<file path="config.mk">
export PLATFORM = sky130hd
export DESIGN_NAME = sclk_gen
export DESIGN_NICKNAME = d
export VERILOG_FILES = /design/src/rtl/sclk_pkg.sv /design/src/rtl/sclk_divider.sv /design/src/rtl/sclk_edge_sync.sv /design/src/rtl/sclk_gen.sv
export SDC_FILE = /design/constraint.sdc
export NUM_CORES = 1
export LEC_CHECK = 0
export BUFFER_PORTS_ARGS = -buffer_cell sky130_fd_sc_hd__buf_4
export CAP_MARGIN = 15
export CORE_MARGIN = 2
export CORE_UTILIZATION = 40
export DETAILED_ROUTE_END_ITERATION = 16
export MAX_ROUTING_LAYER = met4
export PLACE_DENSITY = 0.63
export SYNTH_ARGS = -nofsm -noshare
export SYNTH_HDL_FRONTEND = slang
export SYNTH_SLANG_ARGS = --single-unit
</file>
<file path="constraint.sdc">
create_clock -name clk_i -period 2.44 [get_ports clk_i]
set_input_delay 0.488 -clock clk_i [delete_from_list [all_inputs] [get_ports clk_i]]
set_output_delay 0.488 -clock clk_i [all_outputs]
set_load 0.02 [all_outputs]
</file>
<file path="src/rtl/sclk_pkg.sv">
package sclk_pkg;
  typedef enum logic [1:0] {
    MODE_EXT   = 2'b00,
    MODE_FAST  = 2'b01,
    MODE_MID   = 2'b10,
    MODE_SLOW  = 2'b11
  } rate_mode_e;
endpackage

</file>
<file path="src/rtl/sclk_divider.sv">
module sclk_divider
  import sclk_pkg::*;
#(
  parameter int unsigned DIV_FAST = 16,
  parameter int unsigned DIV_MID  = 32,
  parameter int unsigned DIV_SLOW = 64
) (
  input  logic       clk_i,
  input  logic       rst_ni,
  input  logic [1:0] mode_i,
  output logic       gen_o,
  output logic       strobe_o
);
  localparam int unsigned HALF_MAX = DIV_SLOW / 2;
  localparam int unsigned CW       = (HALF_MAX > 1) ? $clog2(HALF_MAX) : 1;

  logic [1:0]    mode_q;
  logic [CW-1:0] cnt_q, half_m1;
  logic          gen_q, stb_q;
  logic          restart, internal, wrap;

  always_comb begin
    case (mode_i)
      MODE_FAST: half_m1 = CW'(DIV_FAST / 2 - 1);
      MODE_MID:  half_m1 = CW'(DIV_MID / 2 - 1);
      MODE_SLOW: half_m1 = CW'(DIV_SLOW / 2 - 1);
      default:   half_m1 = '0;
    endcase
  end

  assign restart  = (mode_i != mode_q);
  assign internal = (mode_i != MODE_EXT);
  assign wrap     = internal && !restart && (cnt_q == half_m1);

  always_ff @(posedge clk_i or negedge rst_ni) begin
    if (!rst_ni) begin
      mode_q <= MODE_EXT;
      cnt_q  <= '0;
      gen_q  <= 1'b0;
      stb_q  <= 1'b0;
    end else begin
      mode_q <= mode_i;
      stb_q  <= wrap && !gen_q;
      if (restart || !internal) begin
        cnt_q <= '0;
        gen_q <= 1'b0;
      end else if (wrap) begin
        cnt_q <= '0;
        gen_q <= ~gen_q;
      end else begin
        cnt_q <= cnt_q + 1'b1;
      end
    end
  end

  assign gen_o    = gen_q;
  assign strobe_o = stb_q;


  restart_clears_chk: assert property (@(posedge clk_i) disable iff (!rst_ni)
    restart |=> (!gen_q && cnt_q == '0));

  strobe_in_high_chk: assert property (@(posedge clk_i) disable iff (!rst_ni)
    stb_q |-> gen_q);

  strobe_single_chk: assert property (@(posedge clk_i) disable iff (!rst_ni)
    stb_q |=> !stb_q);

  ext_quiet_chk: assert property (@(posedge clk_i) disable iff (!rst_ni)
    (mode_q == MODE_EXT && mode_i == MODE_EXT) |-> (!gen_q && !stb_q));
endmodule

</file>
<file path="src/rtl/sclk_edge_sync.sv">
module sclk_edge_sync #(
  parameter int unsigned STAGES = 2
) (
  input  logic clk_i,
  input  logic rst_ni,
  input  logic async_i,
  output logic level_o,
  output logic rise_o
);
  logic [STAGES:0] sh_q;

  always_ff @(posedge clk_i or negedge rst_ni) begin
    if (!rst_ni) sh_q <= '0;
    else         sh_q <= {sh_q[STAGES-1:0], async_i};
  end

  assign level_o = sh_q[STAGES-1];
  assign rise_o  = sh_q[STAGES-1] && !sh_q[STAGES];


  rise_single_chk: assert property (@(posedge clk_i) disable iff (!rst_ni)
    rise_o |=> !rise_o);

  level_follows_chk: assert property (@(posedge clk_i) disable iff (!rst_ni)
    rise_o |=> level_o);
endmodule

</file>
<file path="src/rtl/sclk_gen.sv">
module sclk_gen
  import sclk_pkg::*;
#(
  parameter int unsigned DIV_FAST    = 16,
  parameter int unsigned DIV_MID     = 32,
  parameter int unsigned DIV_SLOW    = 64,
  parameter int unsigned SYNC_STAGES = 2
) (
  input  logic       clk_i,
  input  logic       rst_ni,
  input  logic [1:0] mode_i,
  input  logic       enc_clk_i,
  input  logic       dec_clk_i,
  output logic       enc_clk_o,
  output logic       dec_clk_o,
  output logic       enc_clk_oe_o,
  output logic       dec_clk_oe_o,
  output logic       enc_core_clk_o,
  output logic       dec_core_clk_o,
  output logic       enc_strobe_o,
  output logic       dec_strobe_o
);
  localparam int unsigned NPORT = 2;

  logic             gen, gen_stb, ext;
  logic [NPORT-1:0] pad_in, lvl, rise, core_clk, stb;

  assign pad_in = {dec_clk_i, enc_clk_i};
  assign ext    = (mode_i == MODE_EXT);

  sclk_divider #(
    .DIV_FAST(DIV_FAST), .DIV_MID(DIV_MID), .DIV_SLOW(DIV_SLOW)
  ) u_div (
    .clk_i   (clk_i),
    .rst_ni  (rst_ni),
    .mode_i  (mode_i),
    .gen_o   (gen),
    .strobe_o(gen_stb)
  );

  for (genvar p = 0; p < NPORT; p++) begin : g_port
    sclk_edge_sync #(.STAGES(SYNC_STAGES)) u_sync (
      .clk_i  (clk_i),
      .rst_ni (rst_ni),
      .async_i(pad_in[p]),
      .level_o(lvl[p]),
      .rise_o (rise[p])
    );
    assign core_clk[p] = ext ? lvl[p]  : gen;
    assign stb[p]      = ext ? rise[p] : gen_stb;
  end

  assign enc_clk_o      = gen;
  assign dec_clk_o      = gen;
  assign enc_clk_oe_o   = !ext;
  assign dec_clk_oe_o   = !ext;
  assign enc_core_clk_o = core_clk[0];
  assign dec_core_clk_o = core_clk[1];
  assign enc_strobe_o   = stb[0];
  assign dec_strobe_o   = stb[1];


  oe_dir_chk: assert property (@(posedge clk_i) disable iff (!rst_ni)
    enc_clk_oe_o |-> (mode_i != MODE_EXT));

  core_int_chk: assert property (@(posedge clk_i) disable iff (!rst_ni)
    (!ext && enc_strobe_o) |-> enc_core_clk_o);
endmodule

</file>
Yosys cells after proc, flatten, opt, wreduce, memory -nomap -nowiden
Cells that the tools add are included.
- bits in registers: 15
- input bits: 6
- output and inout bits: 8
- word-level logic and storage cells: 37
- add/subtract/negate cells: 1
- eq/ne operators: 5
- mux-type cells: 9
- bitwise gates (word level): 1
- reductions and logical operators: 15
- operators by type and width (kind ; count):
    case mux 5 bit (3 select lines) ; 1
    two-way mux 5 bit ; 2
    logical NOT 1 bit ; 6
    two-way mux 1 bit ; 6
    adder 5 x 1 -> 5 bit (second input constant) ; 1
    == test 5 bit ; 1
    logical AND 1 bit ; 5
    == test 2 bit (second input constant) ; 2
    nonzero test 2 bit ; 2
    == test 2 x 1 -> 1 bit (second input constant) ; 1
    logical NOT 2 bit ; 1
    != test 2 bit ; 1
    logical OR 1 bit ; 1
    inverter 1 bit ; 1

Depth between registers and ports, before layout
Gate-level depths: netlist (run 1).
- depth after elaboration: 6
- gate-level depth with buffers: 4
- depth with buffers taken out: 4

Cells and area by module
From an unflattened synthesis (run 1), not the netlist that was laid out.
- cell total of the unflattened synthesis: 51
- area, all modules: 670.6 um^2
- by module, submodules not included (module ; times used ; cells each ; area each (um^2)):
    sclk_divider ; 1 ; 35 ; 417.9
    sclk_edge_sync ; 2 ; 4 ; 88.8
    sclk_gen ; 1 ; 8 ; 75.1

Least setup slack after synthesis (run 1)
OpenSTA, ideal clock, no wires.
- path kind: input -> output
- start point: in mode_i[1]
- end point: out enc_strobe_o
- arrival: 1.258 ns
- data required time: 1.952 ns
- path slack: 0.694 ns
- stages: 3
- path through: nor2_2 nand2_1 o21ai_0
- cells in the longest elaborated chain, start to end: 2
- RTL lines (element ; line ; text):
    from (decl) ; sclk_gen.sv:11 ; input logic [1:0] mode_i,
    logical NOT 2 bit ; sclk_gen.sv:29 ; assign ext = (mode_i == MODE_EXT);
    two-way mux 1 bit ; sclk_gen.sv:50 ; assign stb[p] = ext ? rise[p] : gen_stb;
    to (decl) ; sclk_gen.sv:20 ; output logic enc_strobe_o,
No other way between the ends.

Worst setup path after layout (run 1)
- start point: in mode_i[1]
- end point: out dec_strobe_o
- cells in the longest elaborated chain, start to end: 2
- RTL lines (element ; line ; text):
    logical NOT 2 bit ; sclk_gen.sv:29 ;
    two-way mux 1 bit ; sclk_gen.sv:50 ;
    to (decl) ; sclk_gen.sv:21 ; output logic dec_strobe_o
No other way between the ends.

==> results of run 1 <==
metal layers:
| layer | routed length [microns] | global-route usage (%) | vias up |
|---|---|---|---|
| met2 | 408 | 16.8 | 10 |
| li1 | - | - | 213 |
| met1 | 421 | 15.5 | 199 |
| met3 | 65 | 2.92 | 2 |
| met5 | 0 | - | - |
| met4 | 12 | 9.09 | 0 |
per-stage QoR:
step / utilization (%) / power (mW)
floorplan: - / 0.297
global placement: 49.1 / 0.320
detailed placement: 49.1 / 0.321
CTS: 50.9 / 0.457
global route: 50.9 / 0.476
finish: 50.9 / 0.447
worst max-delay path: stages:
cell                      delay (ps)
sky130_fd_sc_hd__buf_4           140
sky130_fd_sc_hd__nor2_2          220
sky130_fd_sc_hd__inv_1           120
sky130_fd_sc_hd__nand2_1          90
sky130_fd_sc_hd__o21ai_0          80
sky130_fd_sc_hd__buf_4           160
power breakdown:
group	internal [mW]	leakage [nW]	total [mW]	switching [mW]
Clock	0.0606	0.0177	0.133	0.0719
Combinational	0.0230	0.168	0.0529	0.0299
Sequential	0.257	0.190	0.262	0.00462
worst paths after layout:
check                                         startpoint                  endpoint  slack (ps)  cells past startpoint
worst max-delay path                           mode_i[1]              dec_strobe_o         650                      6
worst min-delay path                              rst_ni            u_div.cnt_q[0]          50                      1
worst max register to register            u_div.cnt_q[0]            u_div.cnt_q[3]         970                      4
worst min register to register  g_port[0].u_sync.sh_q[0]  g_port[0].u_sync.sh_q[1]         360                      0
max in group asynchronous                         rst_ni           u_div.mode_q[0]        2220                      1
min in group clk_i                             dec_clk_i  g_port[1].u_sync.sh_q[0]         310                      1
kinds of logic after synthesis:
kind of cell               count (synthesis)  synth area share (%)
AOI/OAI and AO/OA                          7                  9.63
muxes                                      2                  3.93
DFF                                       15                  58.9
adders and majority gates                  1                  1.96
xor gates and xnor gates                   5                  6.88
and+or+nand+nor                           20                  15.1
buffers and inverters                      4                  3.54
Yosys cell counts (all sizes together), types with 2 or more instances:
library cell	n
nor2	6
o21ai	3
buf	2
nand2	7
nand3	2
xnor2	2
inv	2
dfrtp	15
xor2	3
final cells by class:
cell class,count,area (sq um)
flip-flops and latches,15,375
well taps,16,20.0
clock inverters,1,5.00
clock buffers,3,22.5
inverters,2,7.51
repair buffers,13,97.6
multi-input cells,35,239
fillers,139,739
sequential cells by signal, indices dropped and copies added, names as in the netlist:
| name | cells |
|---|---|
| g_port.u_sync.sh_q | 6 |
| u_div.mode_q | 2 |
| u_div.gen_o | 1 |
| u_div.cnt_q | 5 |
| u_div.strobe_o | 1 |
==> impl_metrics.py, run 1 <==
metrics = {
    "synth": {
        "yosys-top-cells-area": "sky130_fd_sc_hd__dfrtp_1 59%, sky130_fd_sc_hd__nand2_1 4.1%, sky130_fd_sc_hd__xor2_1 4.1%",
        "synth_enable_flop_cells": 0,
        "ys_seq_area_share_pct": 58.9,
        "synth.lib_cells_used.distinct": 23,
        "syn-cell-area_sq_um": 637,
        "synth_top_cell_area_share_pct": 58.9,
        "synth-warning-count": 0,
        "ys_async_sr_fraction_pct": 100,
        "postSynthAreaPerCell_sq_um": 11.8,
        "synth_seq_cells": 15,
        "commonest_register_cell_after_synthesis": "sky130_fd_sc_hd__dfrtp_1",
        "mappedNetlistNets": 61,
        "synth.largest_area_cell": "sky130_fd_sc_hd__dfrtp_1",
        "post_synth_inst_count": 54,
    },
    "route": {
        "routed_wl_microns": 907,
        "drt-vias-per-instance": 4.99,
        "drtAntennaViolNets": 0,
        "mean_routed_wirelength_per_cell_microns": 10.7,
        "routed-via-count": 424,
        "count_of_tritonroute_iterations_in_the_first_routing_pass": 4,
        "drt-initial-drc-count": 7,
        "detail_route.drc_violations": 0,
    },
    "clocking": {
        "cts.htree.levels": 1,
        "ctsLongestPathBuffers": 2,
        "tritoncts": "built",
        "numCtsBuffers": 3,
        "clockRootBuffer": "sky130_fd_sc_hd__clkbuf_4",
        "postCtsSetupBuffers": 0,
        "post_cts.resized_instances": 0,
        "clkSinkCount": 15,
        "worstSkewPairLatency_ps": 270,
        "hold_buffers": 0,
        "cts.reportedPaths.clkPinSlew_ps": 80,
    },
    "placed_design": {
        "gpl.final_weighted_congestion": 0.725,
        "place_inst": 81,
        "place_ws_ps": 638,
        "port-buffer-count": 13,
        "dp_hpwl_microns": 710,
        "postPlaceCellArea_sq_um": 739,
    },
    "global_routing": {
        "globalRoute.totalOverflow": 0,
        "largest_net_degree_at_the_start_of_global_routing": 16,
        "grt.total_usage_pct": 12.3,
        "grt_pass1_wl_microns": 1620,
        "antenna_found_initial": 0,
        "via_count_of_the_first_global_routing_pass": 391,
    },
    "timing": {
        "hold-worst-slack_ps": 48.5,
        "clock-skew-final_ps": 2.95,
        "grt_setup_unrepaired": "no",
        "worstMarginPinSlew_ps": 361,
        "hold_viol": 0,
        "setup-tns-final_ps": 0,
        "timing.final.crit_share_pct": 73.5,
        "worst_slack_ps": 647,
        "clock.fmax_mhz": 558,
        "final-setup-viol-count": 0,
        "period_minus_slack_ps": 1790,
        "max-slew-margin-rel_pct": 75.8,
        "final_max_slew_viol_count": 0,
    },
    "cells_and_area": {
        "area_delta_synth_final_pct": 20.4,
        "layout.cells.most_common": "sky130_fd_sc_hd__dfrtp_1",
        "post_layout_nonfiller_instances": 85,
        "most-common-layout-cells": "15 x sky130_fd_sc_hd__dfrtp_1, 13 x sky130_fd_sc_hd__buf_4, 7 x sky130_fd_sc_hd__nand2_1",
        "finish.instance_area_sq_um": 767,
        "antenna-diode-count": 0,
        "final_layout_size_suffix_gt1_share_pct": 30.4,
        "design.final.nets": 77,
    },
    "die": {
        "core_sq_um": 1510,
        "fp-row-count": 14,
        "die-area_sq_um": 1930,
        "initial_core_util_pct": 42.3,
        "pin_count": 14,
        "chipHeight_microns": 43.9,
        "die_width_microns": 43.9,
    },
    "min_path": {
        "tightest_hold_check_type": "input port to asynchronous set/reset pin",
    },
    "job": {
        "max_cap_viols": 0,
    },
    "status": {
        "run_status": "completed",
    },
    "power_and_ir_drop": {
        "ir_drop_mv": 0.328,
        "static-leakage-power_nw": 0.375,
        "power.density_cell_area_nw_per_um2": 583,
    },
    "worst_setup_path": {
        "timing.critical_path.arrival_ps": 1310,
        "setup.worst_path.class": "input port to output pin",
        "timing.critical_path.from_type": "input port",
        "cp_max_fo": 7,
        "critical_path.endpoint_type": "output pin",
        "worst_ep_required_time_ps": 1950,
    },
}
No activity file was read; power rests on OpenSTA's default activity.
==> run 2: changes to the inputs <==
--- a/config.mk
+++ b/config.mk
@@ -11,7 +11,7 @@
 export CORE_UTILIZATION = 40
 export DETAILED_ROUTE_END_ITERATION = 16
 export MAX_ROUTING_LAYER = met4
-export PLACE_DENSITY = 0.63
+export PLACE_DENSITY = 0.65
 export SYNTH_ARGS = -nofsm -noshare
 export SYNTH_HDL_FRONTEND = slang
 export SYNTH_SLANG_ARGS = --single-unit
==> constraint.sdc (replaced) <==
create_clock -name clk_i -period 1.5 [get_ports clk_i]
set_input_delay 0.3 -clock clk_i [delete_from_list [all_inputs] [get_ports clk_i]]
set_output_delay 0.3 -clock clk_i [all_outputs]
set_load 0.02 [all_outputs]
==> impl_metrics.py, run 2 (synthesis results as in run 1) <==
metrics = {
    "status": {
        "run_status": "completed",
    },
    "route": {
        "detail_route.drc_violations": 0,
        "drt-initial-drc-count": 5,
        "mean_routed_wirelength_per_cell_microns": 11.8,
        "routed_wl_microns": 1050,
        "drtAntennaViolNets": 0,
        "routed-via-count": 438,
        "drt-vias-per-instance": 4.92,
        "count_of_tritonroute_iterations_in_the_first_routing_pass": 4,
    },
    "placed_design": {
        "dp_hpwl_microns": 758,
        "postPlaceCellArea_sq_um": 747,
        "gpl.final_weighted_congestion": 0.694,
        "port-buffer-count": 13,
    },
    "die": {
        "chipHeight_microns": 43.9,
        "fp-row-count": 14,
        "pin_count": 14,
        "die-area_sq_um": 1930,
        "core_sq_um": 1510,
        "die_width_microns": 43.9,
        "initial_core_util_pct": 42.3,
    },
    "power_and_ir_drop": {
        "combinational_power_share_pct": 13.0,
        "power.density_cell_area_nw_per_um2": 925,
        "power.share.switching_pct": 24.1,
        "static-leakage-power_nw": 0.393,
        "finalPower_mw": 0.745,
        "p_int_mw": 0.566,
        "sequentialPowerShare_pct": 57.2,
        "switching_power_of_the_nets_mw": 0.180,
        "clock_power_share_pct": 29.8,
        "ir_drop_mv": 0.581,
    },
    "cells_and_area": {
        "reg_with_most_ffs": "g_port.u_sync.sh_q",
        "antenna-diode-count": 0,
        "final.fill_count": 145,
        "largest_register_ff_count": 6,
        "biggestRegsByFlops": "g_port.u_sync.sh_q (6), u_div.cnt_q (5), u_div.mode_q (2)",
        "finish.instance_area_sq_um": 806,
        "final_layout_size_suffix_gt1_share_pct": 32.9,
        "design.final.nets": 81,
        "layout.cells.most_common": "sky130_fd_sc_hd__buf_4",
        "most-common-layout-cells": "16 x sky130_fd_sc_hd__buf_4, 15 x sky130_fd_sc_hd__dfrtp_1, 7 x sky130_fd_sc_hd__nand2_1",
        "area_delta_synth_final_pct": 26.5,
    },
    "global_routing": {
        "via_count_of_the_first_global_routing_pass": 393,
        "groute.layer.met3.usage_pct": 3.33,
        "antenna_found_initial": 0,
        "grtUsageMet2_pct": 16.8,
        "grtUsageMet1_pct": 16.6,
        "grt.total_usage_pct": 12.4,
        "grt_pass1_wl_microns": 1680,
        "globalRoute.totalOverflow": 0,
        "grt-busiest-layer": "met2",
        "largest_net_degree_at_the_start_of_global_routing": 16,
    },
    "timing": {
        "clock-skew-final_ps": 7.57,
        "timing.final.crit_share_pct": 97.0,
        "worstMarginPinSlew_ps": 349,
        "max-slew-margin-rel_pct": 76.6,
        "hold_viol": 0,
        "hold-worst-slack_ps": 130,
        "final_max_slew_viol_count": 0,
        "grt_setup_unrepaired": "yes",
        "final-setup-viol-count": 0,
        "clock.fmax_mhz": 687,
        "period_minus_slack_ps": 1460,
    },
    "clocking": {
        "clkSinkCount": 15,
        "tritoncts": "built",
        "ctsLongestPathBuffers": 2,
        "clockRootBuffer": "sky130_fd_sc_hd__clkbuf_4",
        "cts.htree.levels": 1,
        "worstSkewPairLatency_ps": 280,
        "cts.reportedPaths.clkPinSlew_ps": 90,
        "numCtsBuffers": 3,
    },
    "worst_setup_path": {
        "critical_path.endpoint_type": "flop",
        "timing.critical_path.from_type": "flop",
        "timing.critical_path.arrival_ps": 1620,
        "worst_ep_required_time_ps": 1660,
        "path_cells": "or3_1, mux2_4, o21ai_4, nor2_1",
        "setup.worst_path.class": "flop to flop",
        "cp_slowest_cell": "sky130_fd_sc_hd__dfrtp_1",
        "cp_max_fo": 5,
        "critical-path-max-stage-delay_ps": 410,
    },
    "min_path": {
        "tightest_hold_check_type": "input port to flop",
    },
    "job": {
        "max_cap_viols": 0,
    },
}
==> run 2: cell types whose count changed in the layout (fill, tap and decap cells not counted) <==
cell,change
sky130_fd_sc_hd__clkinv_2,-1
sky130_fd_sc_hd__dlygate4sd3_1,+1
sky130_fd_sc_hd__nor2_4,+1
sky130_fd_sc_hd__clkbuf_1,+1
sky130_fd_sc_hd__buf_4,+3
sky130_fd_sc_hd__nor2_1,-1
==> run 2: metal layers <==
layer / up-vias / wire [microns] / part of all wire (%)
met3: 2 / 68 / 6.5
met2: 13 / 457 / 44
met1: 205 / 512 / 49
met5: - / 0 / 0
li1: 218 / - / -
met4: 0 / 10 / 0.95
==> run 2: final cells by class <==
cell class	instances	area [sq um]	area share (%)
Timing Repair Buffer	17	130	16.1
Multi-Input combinational cell	35	246	30.6
Inverter	2	7.51	0.932
Clock buffer	4	26.3	3.26
Sequential cell	15	375	46.6
Tap cell	16	20.0	2.48
==> run 2: path summary, 6_finish.rpt <==
path                                     startpoint                  endpoint  slack [ps]  depth (start not counted)
max                                  u_div.cnt_q[1]            u_div.cnt_q[0]          40                          4
min                                       dec_clk_i  g_port[1].u_sync.sh_q[0]         130                          1
max reg2reg                          u_div.cnt_q[1]            u_div.cnt_q[0]          40                          4
min reg2reg                g_port[1].u_sync.sh_q[0]  g_port[1].u_sync.sh_q[1]         350                          0
max in group asynchronous                    rst_ni  g_port[1].u_sync.sh_q[1]         910                          2
min in group asynchronous                    rst_ni            u_div.cnt_q[1]         410                          2
==> run 2: critical path, delay by kind of cell, from the launching register on <==
family             cells  cell delay, ps
DFF                    1             410
AOI/OAI and AO/OA      1             220
muxes                  1             290
and+or+nand+nor        2             430
==> run 2: per-stage QoR <==
step / setup slack [ps] / cells / utilization, % / setup TNS, ps
final: 44.5 / 89 / 53.5 / 0
after global routing: -3.85 / 89 / 53.5 / -7.60
after CTS: 30.6 / 87 / 52.0 / 0
after floorplan: 125 / 54 / - / 0
after detailed placement: 44.6 / 82 / 49.6 / 0
after global placement: 45.8 / 82 / 49.6 / 0
==> run 2: repair_timing <==
action	CTS	global route
hold endpoints to repair	15	0
hold buffers	1	0
setup endpoints to repair	0	4
resized for setup	0	2
setup buffers	0	2
==> run 2: power groups by stage <==
stage | logic (mW) | clock network [mW] | registers, mW
after detailed placement | 0.0883 | 0 | 0.434
after global routing | 0.106 | 0.251 | 0.428
after CTS | 0.0906 | 0.227 | 0.426
after floorplan | 0.0498 | 0 | 0.433
final | 0.0970 | 0.222 | 0.426
after global placement | 0.0867 | 0 | 0.434
==> run 3: changes to the inputs <==
--- a/config.mk
+++ b/config.mk
@@ -5,13 +5,13 @@
 export SDC_FILE = /design/constraint.sdc
 export NUM_CORES = 1
 export LEC_CHECK = 0
-export BUFFER_PORTS_ARGS = -buffer_cell sky130_fd_sc_hd__buf_4
 export CAP_MARGIN = 15
 export CORE_MARGIN = 2
 export CORE_UTILIZATION = 40
 export DETAILED_ROUTE_END_ITERATION = 16
+export DONT_BUFFER_PORTS = 1
 export MAX_ROUTING_LAYER = met4
-export PLACE_DENSITY = 0.65
+export PLACE_DENSITY = 0.55
 export SYNTH_ARGS = -nofsm -noshare
 export SYNTH_HDL_FRONTEND = slang
 export SYNTH_SLANG_ARGS = --single-unit
==> constraint.sdc (replaced) <==
create_clock -name clk_i -period 1.7 [get_ports clk_i]
set_input_delay 0.34 -clock clk_i [delete_from_list [all_inputs] [get_ports clk_i]]
set_output_delay 0.34 -clock clk_i [all_outputs]
set_load 0.02 [all_outputs]
==> impl_metrics.py, run 3 (synthesis results as in run 1) <==
metrics = {
    "status": {
        "run_status": "completed",
    },
    "worst_setup_path": {
        "worst_ep_required_time_ps": 1870,
        "path_delay_family": "simple AND/OR/NAND/NOR gates",
        "timing.critical_path.depth": 4,
        "r2r_start": "u_div.cnt_q[0]",
        "worst-r2r-cell-count": 4,
        "critical_path.endpoint_type": "flop",
        "cp_max_fo": 5,
        "setup.worst_path.class": "flop to flop",
        "critical-path-max-stage-delay_ps": 410,
        "timing.critical_path.from_type": "flop",
        "critical_path.n_buffers_inverters": 0,
        "cp_slowest_cell": "sky130_fd_sc_hd__dfrtp_1",
        "path_cells": "or3_1, mux2_4, o21ai_4, nor2_1",
        "timing.critical_path.arrival_ps": 1630,
        "rrSetupSlack_ps": 240,
        "r2r-end": "u_div.cnt_q[2]",
    },
    "clocking": {
        "numCtsBuffers": 3,
        "tritoncts": "built",
        "cts.reportedPaths.clkPinSlew_ps": 80,
        "worstSkewPairLatency_ps": 280,
        "post_cts.resized_instances": 0,
        "ctsLongestPathBuffers": 2,
        "clockRootBuffer": "sky130_fd_sc_hd__clkbuf_4",
        "cts.htree.levels": 1,
        "clkSinkCount": 15,
    },
    "cells_and_area": {
        "layout.cells.most_common": "sky130_fd_sc_hd__dfrtp_1",
        "final.fill_count": 144,
        "post_layout_nonfiller_instances": 77,
        "area_delta_synth_final_pct": 11.4,
        "reg_with_most_ffs": "g_port.u_sync.sh_q",
        "design.final.nets": 69,
        "antenna-diode-count": 0,
        "largest_register_ff_count": 6,
        "final_layout_size_suffix_gt1_share_pct": 19.7,
        "biggestRegsByFlops": "g_port.u_sync.sh_q (6), u_div.cnt_q (5), u_div.mode_q (2)",
        "most-common-layout-cells": "15 x sky130_fd_sc_hd__dfrtp_1, 7 x sky130_fd_sc_hd__nand2_1, 5 x sky130_fd_sc_hd__nor2_1",
    },
    "min_path": {
        "whs_endpoint": "g_port[1].u_sync.sh_q[0]",
        "worst_hold_startpoint": "dec_clk_i",
        "tightest_hold_check_type": "input port to flop",
        "hold-path-cell-count": 0,
    },
    "placed_design": {
        "place_inst": 72,
        "place_ws_ps": 263,
        "port-buffer-count": 0,
        "gpl.final_weighted_congestion": 0.700,
        "dp_hpwl_microns": 696,
    },
    "route": {
        "drt-initial-drc-count": 6,
        "mean_routed_wirelength_per_cell_microns": 12.5,
        "count_of_tritonroute_iterations_in_the_first_routing_pass": 2,
        "drt-vias-per-instance": 5.32,
        "routed_wl_microns": 965,
        "routed-via-count": 410,
        "detail_route.drc_violations": 0,
        "drtAntennaViolNets": 0,
    },
    "die": {
        "fp-row-count": 14,
        "die_width_microns": 43.9,
        "die-area_sq_um": 1930,
        "core_sq_um": 1510,
        "pin_count": 14,
        "chipHeight_microns": 43.9,
        "initial_core_util_pct": 42.3,
    },
    "power_and_ir_drop": {
        "ir_drop_mv": 0.303,
        "power.density_cell_area_nw_per_um2": 889,
        "static-leakage-power_nw": 0.335,
    },
    "timing": {
        "clock.fmax_mhz": 687,
        "worst_slack_ps": 244,
        "timing.final.crit_share_pct": 85.7,
        "max-slew-margin-rel_pct": 57.0,
        "grt_setup_unrepaired": "no",
        "setup-tns-final_ps": 0,
        "clock-skew-final_ps": 0.441,
        "final_max_slew_viol_count": 0,
        "final-setup-viol-count": 0,
        "period_minus_slack_ps": 1460,
        "hold_viol": 0,
        "worstMarginPinSlew_ps": 642,
    },
    "global_routing": {
        "grt_pass1_wl_microns": 1570,
        "antenna_found_initial": 0,
        "grt.total_usage_pct": 12.3,
        "globalRoute.totalOverflow": 0,
        "via_count_of_the_first_global_routing_pass": 382,
        "largest_net_degree_at_the_start_of_global_routing": 16,
    },
    "job": {
        "max_cap_viols": 0,
    },
}
## run 3: cell types whose count changed in the layout (fill, tap and decap cells not counted)
cell	delta
sky130_fd_sc_hd__nor2_1	+1
sky130_fd_sc_hd__clkinv_2	+1
sky130_fd_sc_hd__clkbuf_1	-1
sky130_fd_sc_hd__nor2_4	-1
sky130_fd_sc_hd__buf_4	-12
## run 3: worst max path at each step
stage | start | end
after floorplan | mode_i[1] | enc_strobe_o
after global routing | u_div.cnt_q[0] | u_div.cnt_q[2]
final | u_div.cnt_q[0] | u_div.cnt_q[2]
after global placement | u_div.cnt_q[0] | u_div.cnt_q[3]
after CTS | u_div.cnt_q[0] | u_div.cnt_q[2]
after detailed placement | u_div.cnt_q[0] | u_div.cnt_q[2]
## run 3: cell type report
cell class / instances / area (sq um) / area share [%]
inverter: 2 / 7.51 / 1.06
tap: 16 / 20.0 / 2.82
clock inverter: 1 / 5.00 / 0.705
timing repair buffer: 5 / 40.0 / 5.64
sequential: 15 / 375 / 52.9
clock buffer: 3 / 22.5 / 3.17
multi-input combinational: 35 / 239 / 33.7
## run 3: where the power goes
part | internal [mW] | switching (mW) | total [mW]
sequential | 0.369 | 0.00645 | 0.376
combinational | 0.0223 | 0.0376 | 0.0599
clock | 0.0873 | 0.108 | 0.195
total | 0.479 | 0.152 | 0.631
## run 3: what timing repair did
action | in CTS | in global routing
hold buffers | 1 | 0
endpoints found under the hold margin | 15 | 0
buffers inserted | 0 | 0
## run 3: metal layers
layer	global-route usage [%]	vias to the layer above	routed length, microns
met5	-	-	0
met4	12.7	0	34
met3	2.50	4	41
met2	16.5	8	448
met1	14.5	205	440
li1	-	193	-
## run 3: stage by stage
stage	hold slack (ps)	power (mW)	cell area [sq um]	utilization (%)
floorplan	44.4	0.426	637	-
global placement	44.8	0.434	672	44.6
detailed placement	44.8	0.435	672	44.6
CTS	66.7	0.644	709	47.1
global route	60.3	0.665	709	47.1
finish	80.9	0.631	709	47.1
